## src/rtl/rtmr_pkg.sv

```systemverilog
package rtmr_pkg;
  localparam int CTRL_W   = 16;
  localparam int DIV_W    = 10;
  localparam int PSC_MAX  = 4;
  localparam int IE_BIT   = 5;
  localparam int UF_BIT   = 8;
  localparam int RSV_LSB  = 10;

  typedef enum logic [1:0] {
    IDX_RELOAD = 2'd0,
    IDX_COUNT  = 2'd1,
    IDX_CTRL   = 2'd2,
    IDX_CAPT   = 2'd3
  } reg_idx_e;

  function automatic logic psc_code_ok(input logic [2:0] code);
    return code <= 3'(PSC_MAX);
  endfunction

  // Division ratio for a legal code: 4^(code+1).
  function automatic logic [DIV_W:0] psc_period(input logic [2:0] code);
    return (DIV_W+1)'(4) << {code, 1'b0};
  endfunction
endpackage

```

## src/rtl/rtmr_prescaler.sv

```systemverilog
module rtmr_prescaler
  import rtmr_pkg::*;
(
  input  logic       clk,
  input  logic       rst_n,
  input  logic       run,
  input  logic       hold,
  input  logic       code_chg,
  input  logic [2:0] code,
  output logic       tick
);
  logic [DIV_W-1:0] div_q;
  logic [DIV_W:0]   period;
  logic             at_end;
  logic             ok;

  assign period = psc_period(code);
  assign ok     = psc_code_ok(code);
  assign at_end = ({1'b0, div_q} == (period - (DIV_W+1)'(1)));
  assign tick   = run && ok && !hold && at_end;

  always_ff @(posedge clk or negedge rst_n) begin
    if (!rst_n)                      div_q <= '0;
    else if (!run || code_chg || !ok) div_q <= '0;
    else if (hold)                   div_q <= div_q;
    else if (at_end)                 div_q <= '0;
    else                             div_q <= div_q + DIV_W'(1);
  end
endmodule

```

## src/rtl/rtmr_counter.sv

```systemverilog
module rtmr_counter #(
  parameter int CNT_W = 32
) (
  input  logic             clk,
  input  logic             rst_n,
  input  logic             tick,
  input  logic             cnt_wr,
  input  logic             rld_wr,
  input  logic [CNT_W-1:0] wdata,
  output logic [CNT_W-1:0] cnt_q,
  output logic [CNT_W-1:0] rld_q,
  output logic             uf_evt
);
  logic at_zero;

  assign at_zero = (cnt_q == '0);
  assign uf_evt  = tick && at_zero && !cnt_wr;

  always_ff @(posedge clk or negedge rst_n) begin
    if (!rst_n)      rld_q <= '1;
    else if (rld_wr) rld_q <= wdata;
  end

  always_ff @(posedge clk or negedge rst_n) begin
    if (!rst_n)       cnt_q <= '1;
    else if (cnt_wr)  cnt_q <= wdata;
    else if (uf_evt)  cnt_q <= rld_q;
    else if (tick)    cnt_q <= cnt_q - CNT_W'(1);
  end
endmodule

```

## src/rtl/rtmr_ctrl.sv

```systemverilog
module rtmr_ctrl
  import rtmr_pkg::*;
(
  input  logic              clk,
  input  logic              rst_n,
  input  logic              ctrl_wr,
  input  logic [CTRL_W-1:0] wdata,
  input  logic              uf_evt,
  output logic [2:0]        psc_code,
  output logic              irq_en,
  output logic              flag,
  output logic              code_chg,
  output logic [CTRL_W-1:0] ctrl_rd
);
  logic [7:0]              low_q;
  logic [CTRL_W-RSV_LSB-1:0] rsv_q;

  assign psc_code = low_q[2:0];
  assign irq_en   = low_q[IE_BIT];
  assign code_chg = ctrl_wr && (wdata[2:0] != low_q[2:0]);
  assign ctrl_rd  = {rsv_q, 1'b0, flag, low_q};

  always_ff @(posedge clk or negedge rst_n) begin
    if (!rst_n) begin
      low_q <= '0;
      rsv_q <= '0;
    end else if (ctrl_wr) begin
      low_q <= wdata[7:0];
      rsv_q <= wdata[CTRL_W-1:RSV_LSB];
    end
  end

  // Set by hardware only; a written 0 clears, a written 1 keeps.
  always_ff @(posedge clk or negedge rst_n) begin
    if (!rst_n)                        flag <= 1'b0;
    else if (uf_evt)                   flag <= 1'b1;
    else if (ctrl_wr && !wdata[UF_BIT]) flag <= 1'b0;
  end
endmodule

```

## src/rtl/rtmr_channel.sv

```systemverilog
module rtmr_channel
  import rtmr_pkg::*;
#(
  parameter int CNT_W       = 32,
  parameter bit HAS_CAPTURE = 1'b1
) (
  input  logic             clk,
  input  logic             rst_n,
  input  logic             run_en,
  input  logic             wr_en,
  input  logic [1:0]       reg_idx,
  input  logic [CNT_W-1:0] wr_data,
  output logic [CNT_W-1:0] rd_data,
  output logic             irq
);
  logic             rld_wr, cnt_wr, ctrl_wr, capt_wr;
  logic             tick, uf_evt, code_chg, irq_en, flag;
  logic [2:0]       psc_code;
  logic [CNT_W-1:0] cnt_q, rld_q, capt_q;
  logic [CTRL_W-1:0] ctrl_rd;

  assign rld_wr  = wr_en && (reg_idx == IDX_RELOAD);
  assign cnt_wr  = wr_en && (reg_idx == IDX_COUNT);
  assign ctrl_wr = wr_en && (reg_idx == IDX_CTRL);
  assign capt_wr = wr_en && (reg_idx == IDX_CAPT);

  rtmr_prescaler u_psc (
    .clk(clk), .rst_n(rst_n), .run(run_en), .hold(ctrl_wr),
    .code_chg(code_chg), .code(psc_code), .tick(tick)
  );

  rtmr_counter #(.CNT_W(CNT_W)) u_cnt (
    .clk(clk), .rst_n(rst_n), .tick(tick), .cnt_wr(cnt_wr),
    .rld_wr(rld_wr), .wdata(wr_data), .cnt_q(cnt_q), .rld_q(rld_q),
    .uf_evt(uf_evt)
  );

  rtmr_ctrl u_ctrl (
    .clk(clk), .rst_n(rst_n), .ctrl_wr(ctrl_wr),
    .wdata(wr_data[CTRL_W-1:0]), .uf_evt(uf_evt), .psc_code(psc_code),
    .irq_en(irq_en), .flag(flag), .code_chg(code_chg), .ctrl_rd(ctrl_rd)
  );

  generate
    if (HAS_CAPTURE) begin : g_capt
      always_ff @(posedge clk or negedge rst_n) begin
        if (!rst_n)       capt_q <= '0;
        else if (capt_wr) capt_q <= wr_data;
      end
    end else begin : g_no_capt
      assign capt_q = '0;
    end
  endgenerate

  always_comb begin
    unique case (reg_idx)
      IDX_RELOAD: rd_data = rld_q;
      IDX_COUNT:  rd_data = cnt_q;
      IDX_CTRL:   rd_data = CNT_W'(ctrl_rd);
      default:    rd_data = capt_q;
    endcase
  end

  assign irq = flag && irq_en;
endmodule

```

## config.mk

```make
export PLATFORM = sky130hd
export DESIGN_NAME = rtmr_channel
export DESIGN_NICKNAME = d
export VERILOG_FILES = /design/src/rtl/rtmr_pkg.sv /design/src/rtl/rtmr_prescaler.sv /design/src/rtl/rtmr_counter.sv /design/src/rtl/rtmr_ctrl.sv /design/src/rtl/rtmr_channel.sv
export SDC_FILE = /design/constraint.sdc
export NUM_CORES = 1
export LEC_CHECK = 0
export ABC_AREA = 1
export BUFFER_PORTS_ARGS = -buffer_cell sky130_fd_sc_hd__buf_2
export CORE_ASPECT_RATIO = 1.2
export CORE_UTILIZATION = 56
export DETAILED_ROUTE_END_ITERATION = 7
export GPL_ROUTABILITY_DRIVEN = 1
export PLACE_DENSITY = 0.81
export SLEW_MARGIN = 20
export SYNTH_ARGS = -nofsm -noshare
export SYNTH_HDL_FRONTEND = slang
export SYNTH_SLANG_ARGS = --single-unit
```

## constraint.sdc

```tcl
create_clock -name clk -period 2.43 [get_ports clk]
set_input_delay 0.486 -clock clk [delete_from_list [all_inputs] [get_ports clk]]
set_output_delay 0.486 -clock clk [all_outputs]
set_load 0.05 [all_outputs]
```

## After elaboration in Yosys (flattened, before gate mapping)

Index checks and enable logic that the tools add are counted.

| storage, ports and cells | value |
|---|---|
| bits in registers | 121 |
| input port bits | 38 |
| word-level logic and storage cells | 50 |
| output and inout port bits | 33 |

| operators by class | value |
|---|---|
| multiplexer cells | 9 |
| reduce and logical (&&, ||, !) cells | 23 |
| add/sub/neg operators | 3 |
| equality and inequality tests | 6 |
| order comparisons | 1 |
| shift operators | 1 |

Operators with widths:

| cell | count |
|---|---|
| $mux W32 | 3 |
| $pmux W32 S3 | 1 |
| $logic_not A32 Y1 | 1 |
| $sub A32 B1 Y32 const B | 1 |
| $mux W10 | 3 |
| $logic_and A1 B1 Y1 | 12 |
| $eq A10 B11 Y1 | 1 |
| $shl A3 B4 Y11 const A | 1 |
| $sub A11 B1 Y11 const B | 1 |
| $add A10 B1 Y10 const B | 1 |
| $logic_not A1 Y1 | 5 |
| $eq A2 B2 Y1 const B | 2 |
| $le A3 B3 Y1 const B | 1 |
| $ne A3 B3 Y1 | 1 |
| $reduce_bool A3 Y1 | 1 |
| $eq A2 B1 Y1 const B | 1 |
| $logic_not A2 Y1 | 1 |
| $logic_or A1 B1 Y1 | 2 |
| $mux W1 | 2 |
| $ne A2 B2 Y1 const B | 1 |
| $reduce_bool A2 Y1 | 1 |

## Logic depth before layout (Yosys ltp)

| depth | value |
|---|---|
| depth after elaboration | 9 |
| depth in mapped cells | 14 |
| mapped depth without buffers | 12 |

## Cells and area by module

From an unflattened synthesis, not the netlist that was laid out.

| unflattened totals | value |
|---|---|
| cell total of the unflattened synthesis | 1,086 |
| area total of the unflattened synthesis | 7,681.1 um2 |

By module, submodules not included:

| module | sequential area each (um2) | cells an instance | area an instance (um2) | instances |
|---|---|---|---|---|
| rtmr_counter | 1,681.6 | 545 | 3,977.6 | 1 |
| rtmr_channel | 800.8 | 311 | 2,087.0 | 1 |
| rtmr_prescaler | 250.2 | 148 | 932.1 | 1 |
| rtmr_ctrl | 375.4 | 82 | 684.4 | 1 |

## Worst setup path after synthesis

OpenSTA, ideal clock, no wires.

| path | value |
|---|---|
| path kind | input -> output |
| from | in reg_idx[1] |
| to | out rd_data[12] |
| required time | 1.944 ns |
| buffers on the path | 1 |
| stages | 4 |
| setup slack | 0.304 ns |
| arrival time | 1.640 ns |
| cells stage by stage | inv_2 -> nand2_1 -> clkbuf_1 -> o2111ai_1 |

| between the ends | value |
|---|---|
| longest elaborated chain between the ends | 2 |
| elaborated cells between the ends (all ways) | 4 |
| those cells by class | 2 x eq/ne; 1 x mux; 1 x reduce/logical |

Ends and longest elaborated chain:

| element | RTL line | RTL |
|---|---|---|
| start: declaration | rtmr_channel.sv:11 | `input logic [1:0] reg_idx,` |
| $eq A2 B2 Y1, or another cell as far along | rtmr_channel.sv:56 | `unique case (reg_idx)` |
| $pmux W32 S3 (*) | rtmr_channel.sv:56 |  |
| end: declaration | rtmr_channel.sv:13 | `output logic [CNT_W-1:0] rd_data,` |

Every way passes the cells marked *; elsewhere a longest branch is shown, timed or not.

## Final worst setup path

| path | value |
|---|---|
| from | reg u_ctrl.low_q[2] |
| to | reg u_cnt.cnt_q[21] |

| between the ends | value |
|---|---|
| longest elaborated chain between the ends | 8 |
| elaborated cells between the ends (all ways) | 12 |
| those cells by class | 1 x add/sub; 1 x order compare; 1 x eq/ne; 1 x shift; 2 x mux; 6 x reduce/logical |

Ends and longest elaborated chain:

| element | RTL line | RTL |
|---|---|---|
| start: declaration | rtmr_ctrl.sv:15 | `logic [7:0] low_q;` |
| start signal: assignment | rtmr_ctrl.sv:28 | `low_q <= wdata[7:0];` |
| $shl A3 B4 Y11 or $le A3 B3 Y1 (tied branches) | rtmr_pkg.sv:22, rtmr_pkg.sv:17 |  |
| $sub A11 B1 Y11 or $logic_and A1 B1 Y1 (tied branches) | rtmr_prescaler.sv:19, rtmr_prescaler.sv:20 |  |
| $eq A10 B11 Y1 or $logic_and A1 B1 Y1 (tied branches) | rtmr_prescaler.sv:19, rtmr_prescaler.sv:20 |  |
| $logic_and A1 B1 Y1 (*) | rtmr_prescaler.sv:20 | `assign tick = run && ok && !hold && at_end;` |
| $logic_and A1 B1 Y1 (2 in series) | rtmr_counter.sv:17 | `assign uf_evt = tick && at_zero && !cnt_wr;` |
| $mux W32 | rtmr_counter.sv:27 | `else if (uf_evt) cnt_q <= rld_q;` |
| $mux W32 | rtmr_counter.sv:26 | `else if (cnt_wr) cnt_q <= wdata;` |
| end signal: assignment | rtmr_counter.sv:26 |  |
| end signal: assignment | rtmr_counter.sv:27 |  |
| end signal: assignment | rtmr_counter.sv:28 | `else if (tick) cnt_q <= cnt_q - CNT_W'(1);` |
| end: declaration | rtmr_counter.sv:10 | `output logic [CNT_W-1:0] cnt_q,` |

Marks and branches as above.
A chain may end at the register's enable or synchronous reset.

==> results_dict.tcl <==
set metrics [dict create \
    status "completed" \
    synthesis.area_um2 7300 \
    place_inst 1264 \
    remaining_drc_errors 0 \
    setup.worst_path.start_class "flop" \
    cts_root_cell "sky130_fd_sc_hd__clkbuf_16" \
    max_cap_violations 0 \
    drt-total-wl_um 19500 \
    die_w_um 106 \
    clock.fmax_mhz 459 \
    synth_async_sr_flop_share_pct 100 \
    antennaDiodeCount 0 \
    period_share_pct 89.6 \
    layoutNonFillerInstCount 1296 \
    clk_latency_ps 420 \
    placement_rows 45 \
    rsz_0062_raised_after_global_routing "false" \
    clkSinkCount 121 \
    most_frequent_standard_cell_in_the_layout_excluding_fill_and_tap_cells "sky130_fd_sc_hd__nand2_1" \
    synth_seq_area_share_pct 42.6 \
    gr-total-overflow 0 \
    finalClockSkew_ps 5.88 \
    via_count_of_the_first_global_routing_pass 6761 \
    vias_per_cell 5.46 \
    setup.worst_path.start "u_ctrl.low_q[2]" \
    timing.final.setup_violations 0 \
    die_y_um 127 \
    finalSetupTns_ps 0 \
    ys_warn_count 0 \
    slew_at_the_pin_with_the_worst_max_slew_slack_ps 731 \
    worst_setup_hold_path_clk_slew_ps 60 \
    synthDistinctLibCells 32 \
    antenna_found_initial 0 \
    global_route_wire_length_before_repair_um 32200 \
    crit_required_ps 2790 \
    final_net_count 1159 \
    critical_path.max_fanout 9 \
    number_of_enable_flip_flop_cells_after_synthesis 0 \
    ant_nets 0 \
    via_count 7076 \
    synthesized_instance_count 1046 \
    place.gp.congestion 0.989 \
    cts_repair_resize_count 0 \
    minimum_clock_period_after_layout_ps 2180 \
    final_layout_size_suffix_gt1_share_pct 19.1 \
    syn-mean-instance-area_um2 6.98 \
    worstReg2RegStart "u_ctrl.low_q[2]" \
    dpl_worst_slack_ps 279 \
    dieArea_um2 13500 \
    crit_path_end_kind "flop" \
    maxSlewHeadroom_pct 51.3 \
    area_growth_syn_to_layout_pct 16.7 \
    power.leakage_nw 4.23 \
    drtPass1Iterations 7 \
    synth.ff_latch_count 121 \
    drt_first_iter_violations 552 \
    hold_path.class "in2async" \
    hold_viol_final 0 \
    timing_worst_setup_path_type "reg2reg" \
    grt_start_max_net_pins 122 \
    max-clock-path-buffers 2 \
    grt.total_usage_pct 30.4 \
    critPathArrivalTime_ps 2530 \
    number_of_h_tree_levels 4 \
    dominantRegCellSynth "sky130_fd_sc_hd__dfstp_2" \
    cts-buffers-inserted 17 \
    dpl.hpwl_um 13900 \
    rrSetupSlack_ps 250 \
    top_level_ports 71 \
    postLayoutCoreUtil_pct 67.3 \
    irDropWorstVdd_mv 0.453 \
    area_after_detailed_placement_um2 7920 \
    post-cts-setup-buffers 0 \
    buffer_ports.inserted 70 \
    post_drt_wl_per_cell_um 15.1 \
    placeableCoreArea_um2 12700 \
    postCtsHoldBufs 0 \
    fin_ws_ps 252 \
    synth_nets 1086 \
    finish.instance_area_um2 8520 \
    timing_max_transition_violations_final 0 \
    clock_tree_from_tritoncts "yes" \
    power.density_nw_per_um2 822 \
    initial_core_util_pct 57.6 \
    layout.cells.most_common_list "sky130_fd_sc_hd__nand2_1, sky130_fd_sc_hd__inv_1, sky130_fd_sc_hd__nand3_1, sky130_fd_sc_hd__o21ai_0, sky130_fd_sc_hd__buf_2" \
]
sequential cells by signal, summed over array words and instances, names as in the netlist:
name / flops
u_psc.div_q: 10
u_cnt.rld_q: 32
capt_q: 32
u_ctrl.low_q: 8
u_ctrl.flag: 1
u_cnt.cnt_q: 32
u_ctrl.rsv_q: 6
kinds of logic (layout without fill, tap and decap cells):
family                   after synthesis  after routing  synth area share, %
AND/OR/NAND/NOR                      559            559                 32.2
buffers and inverters                197            283                 10.6
AO/OA/AOI/OAI                        136            136                 10.6
flip-flops                           121            121                 42.6
XOR/XNOR                              31             31                 3.72
adder cells (fa/ha/maj)                2              2                0.343
per-stage QoR:
| step | total power [mW] | hold slack, ps |
|---|---|---|
| finish | 7.00 | 71.0 |
| global route | 7.34 | 219 |
| CTS | 7.00 | 193 |
| detailed placement | 4.44 | 473 |
| global placement | 4.40 | 467 |
| floorplan | 3.95 | 190 |
cells in the mapped netlist, drive strengths merged (2+ instances only):
| master | count | area share [%] |
|---|---|---|
| o21ai | 88 | 6.0 |
| dfstp | 64 | 23 |
| nor3 | 5 | 0.34 |
| a21oi | 12 | 0.82 |
| nor2 | 74 | 4.4 |
| o2111ai | 12 | 1.4 |
| nand3b | 2 | 0.21 |
| o211ai | 15 | 1.5 |
| o22ai | 8 | 0.69 |
| ha | 2 | 0.34 |
| xor2 | 27 | 3.2 |
| clkbuf | 30 | 1.5 |
| nand2 | 365 | 19 |
| dfrtp | 57 | 20 |
| nand3 | 94 | 6.8 |
| xnor2 | 4 | 0.48 |
| buf | 12 | 1.0 |
| inv | 154 | 7.9 |
| nand4 | 18 | 1.5 |
critical path, cell delays in order (launching register included):
cell	delay, ps
sky130_fd_sc_hd__dfrtp_1	500
sky130_fd_sc_hd__inv_2	100
sky130_fd_sc_hd__o21ai_0	150
sky130_fd_sc_hd__nand2_1	140
sky130_fd_sc_hd__nor2_1	130
sky130_fd_sc_hd__nand2_1	70
sky130_fd_sc_hd__nor2_2	240
sky130_fd_sc_hd__nand2_1	110
sky130_fd_sc_hd__nor2_2	400
sky130_fd_sc_hd__nand3_1	160
sky130_fd_sc_hd__nand2_1	100
report_power, final:
group | internal (mW) | switching (mW) | leakage [nW]
Combinational | 0.525 | 1.15 | 2.55
Clock | 1.64 | 0.919 | 0.291
Sequential | 2.47 | 0.296 | 1.40
Total | 4.64 | 2.36 | 4.23
area by class of cell:
cell class	count	area [um2]
Inverter	155	582
Timing Repair Buffer	96	598
Clock inverter	11	148
Fill cell	1083	4150
Multi-Input combinational cell	728	3430
Clock buffer	21	450
Tap cell	164	205
Sequential cell	121	3110
worst paths after layout:
path                              endpoint  cells past startpoint
setup / recovery           u_cnt.cnt_q[21]                     10
hold / removal                  capt_q[17]                      2
setup reg to reg           u_cnt.cnt_q[21]                     10
hold reg to reg                 capt_q[19]                      2
max in group asynchronous       capt_q[18]                      2
min in group clk           u_cnt.cnt_q[10]                      3
layer usage:
layer / part of all wire (%) / track usage [%] / vias to the layer above
li1: - / - / 3456
met4: 2.3 / 13.3 / 0
met1: 42 / 39.2 / 3300
met2: 49 / 50.0 / 280
met3: 6.3 / 5.46 / 40
met5: 0 / 0 / -
No activity file was read; power rests on OpenSTA's default activity.
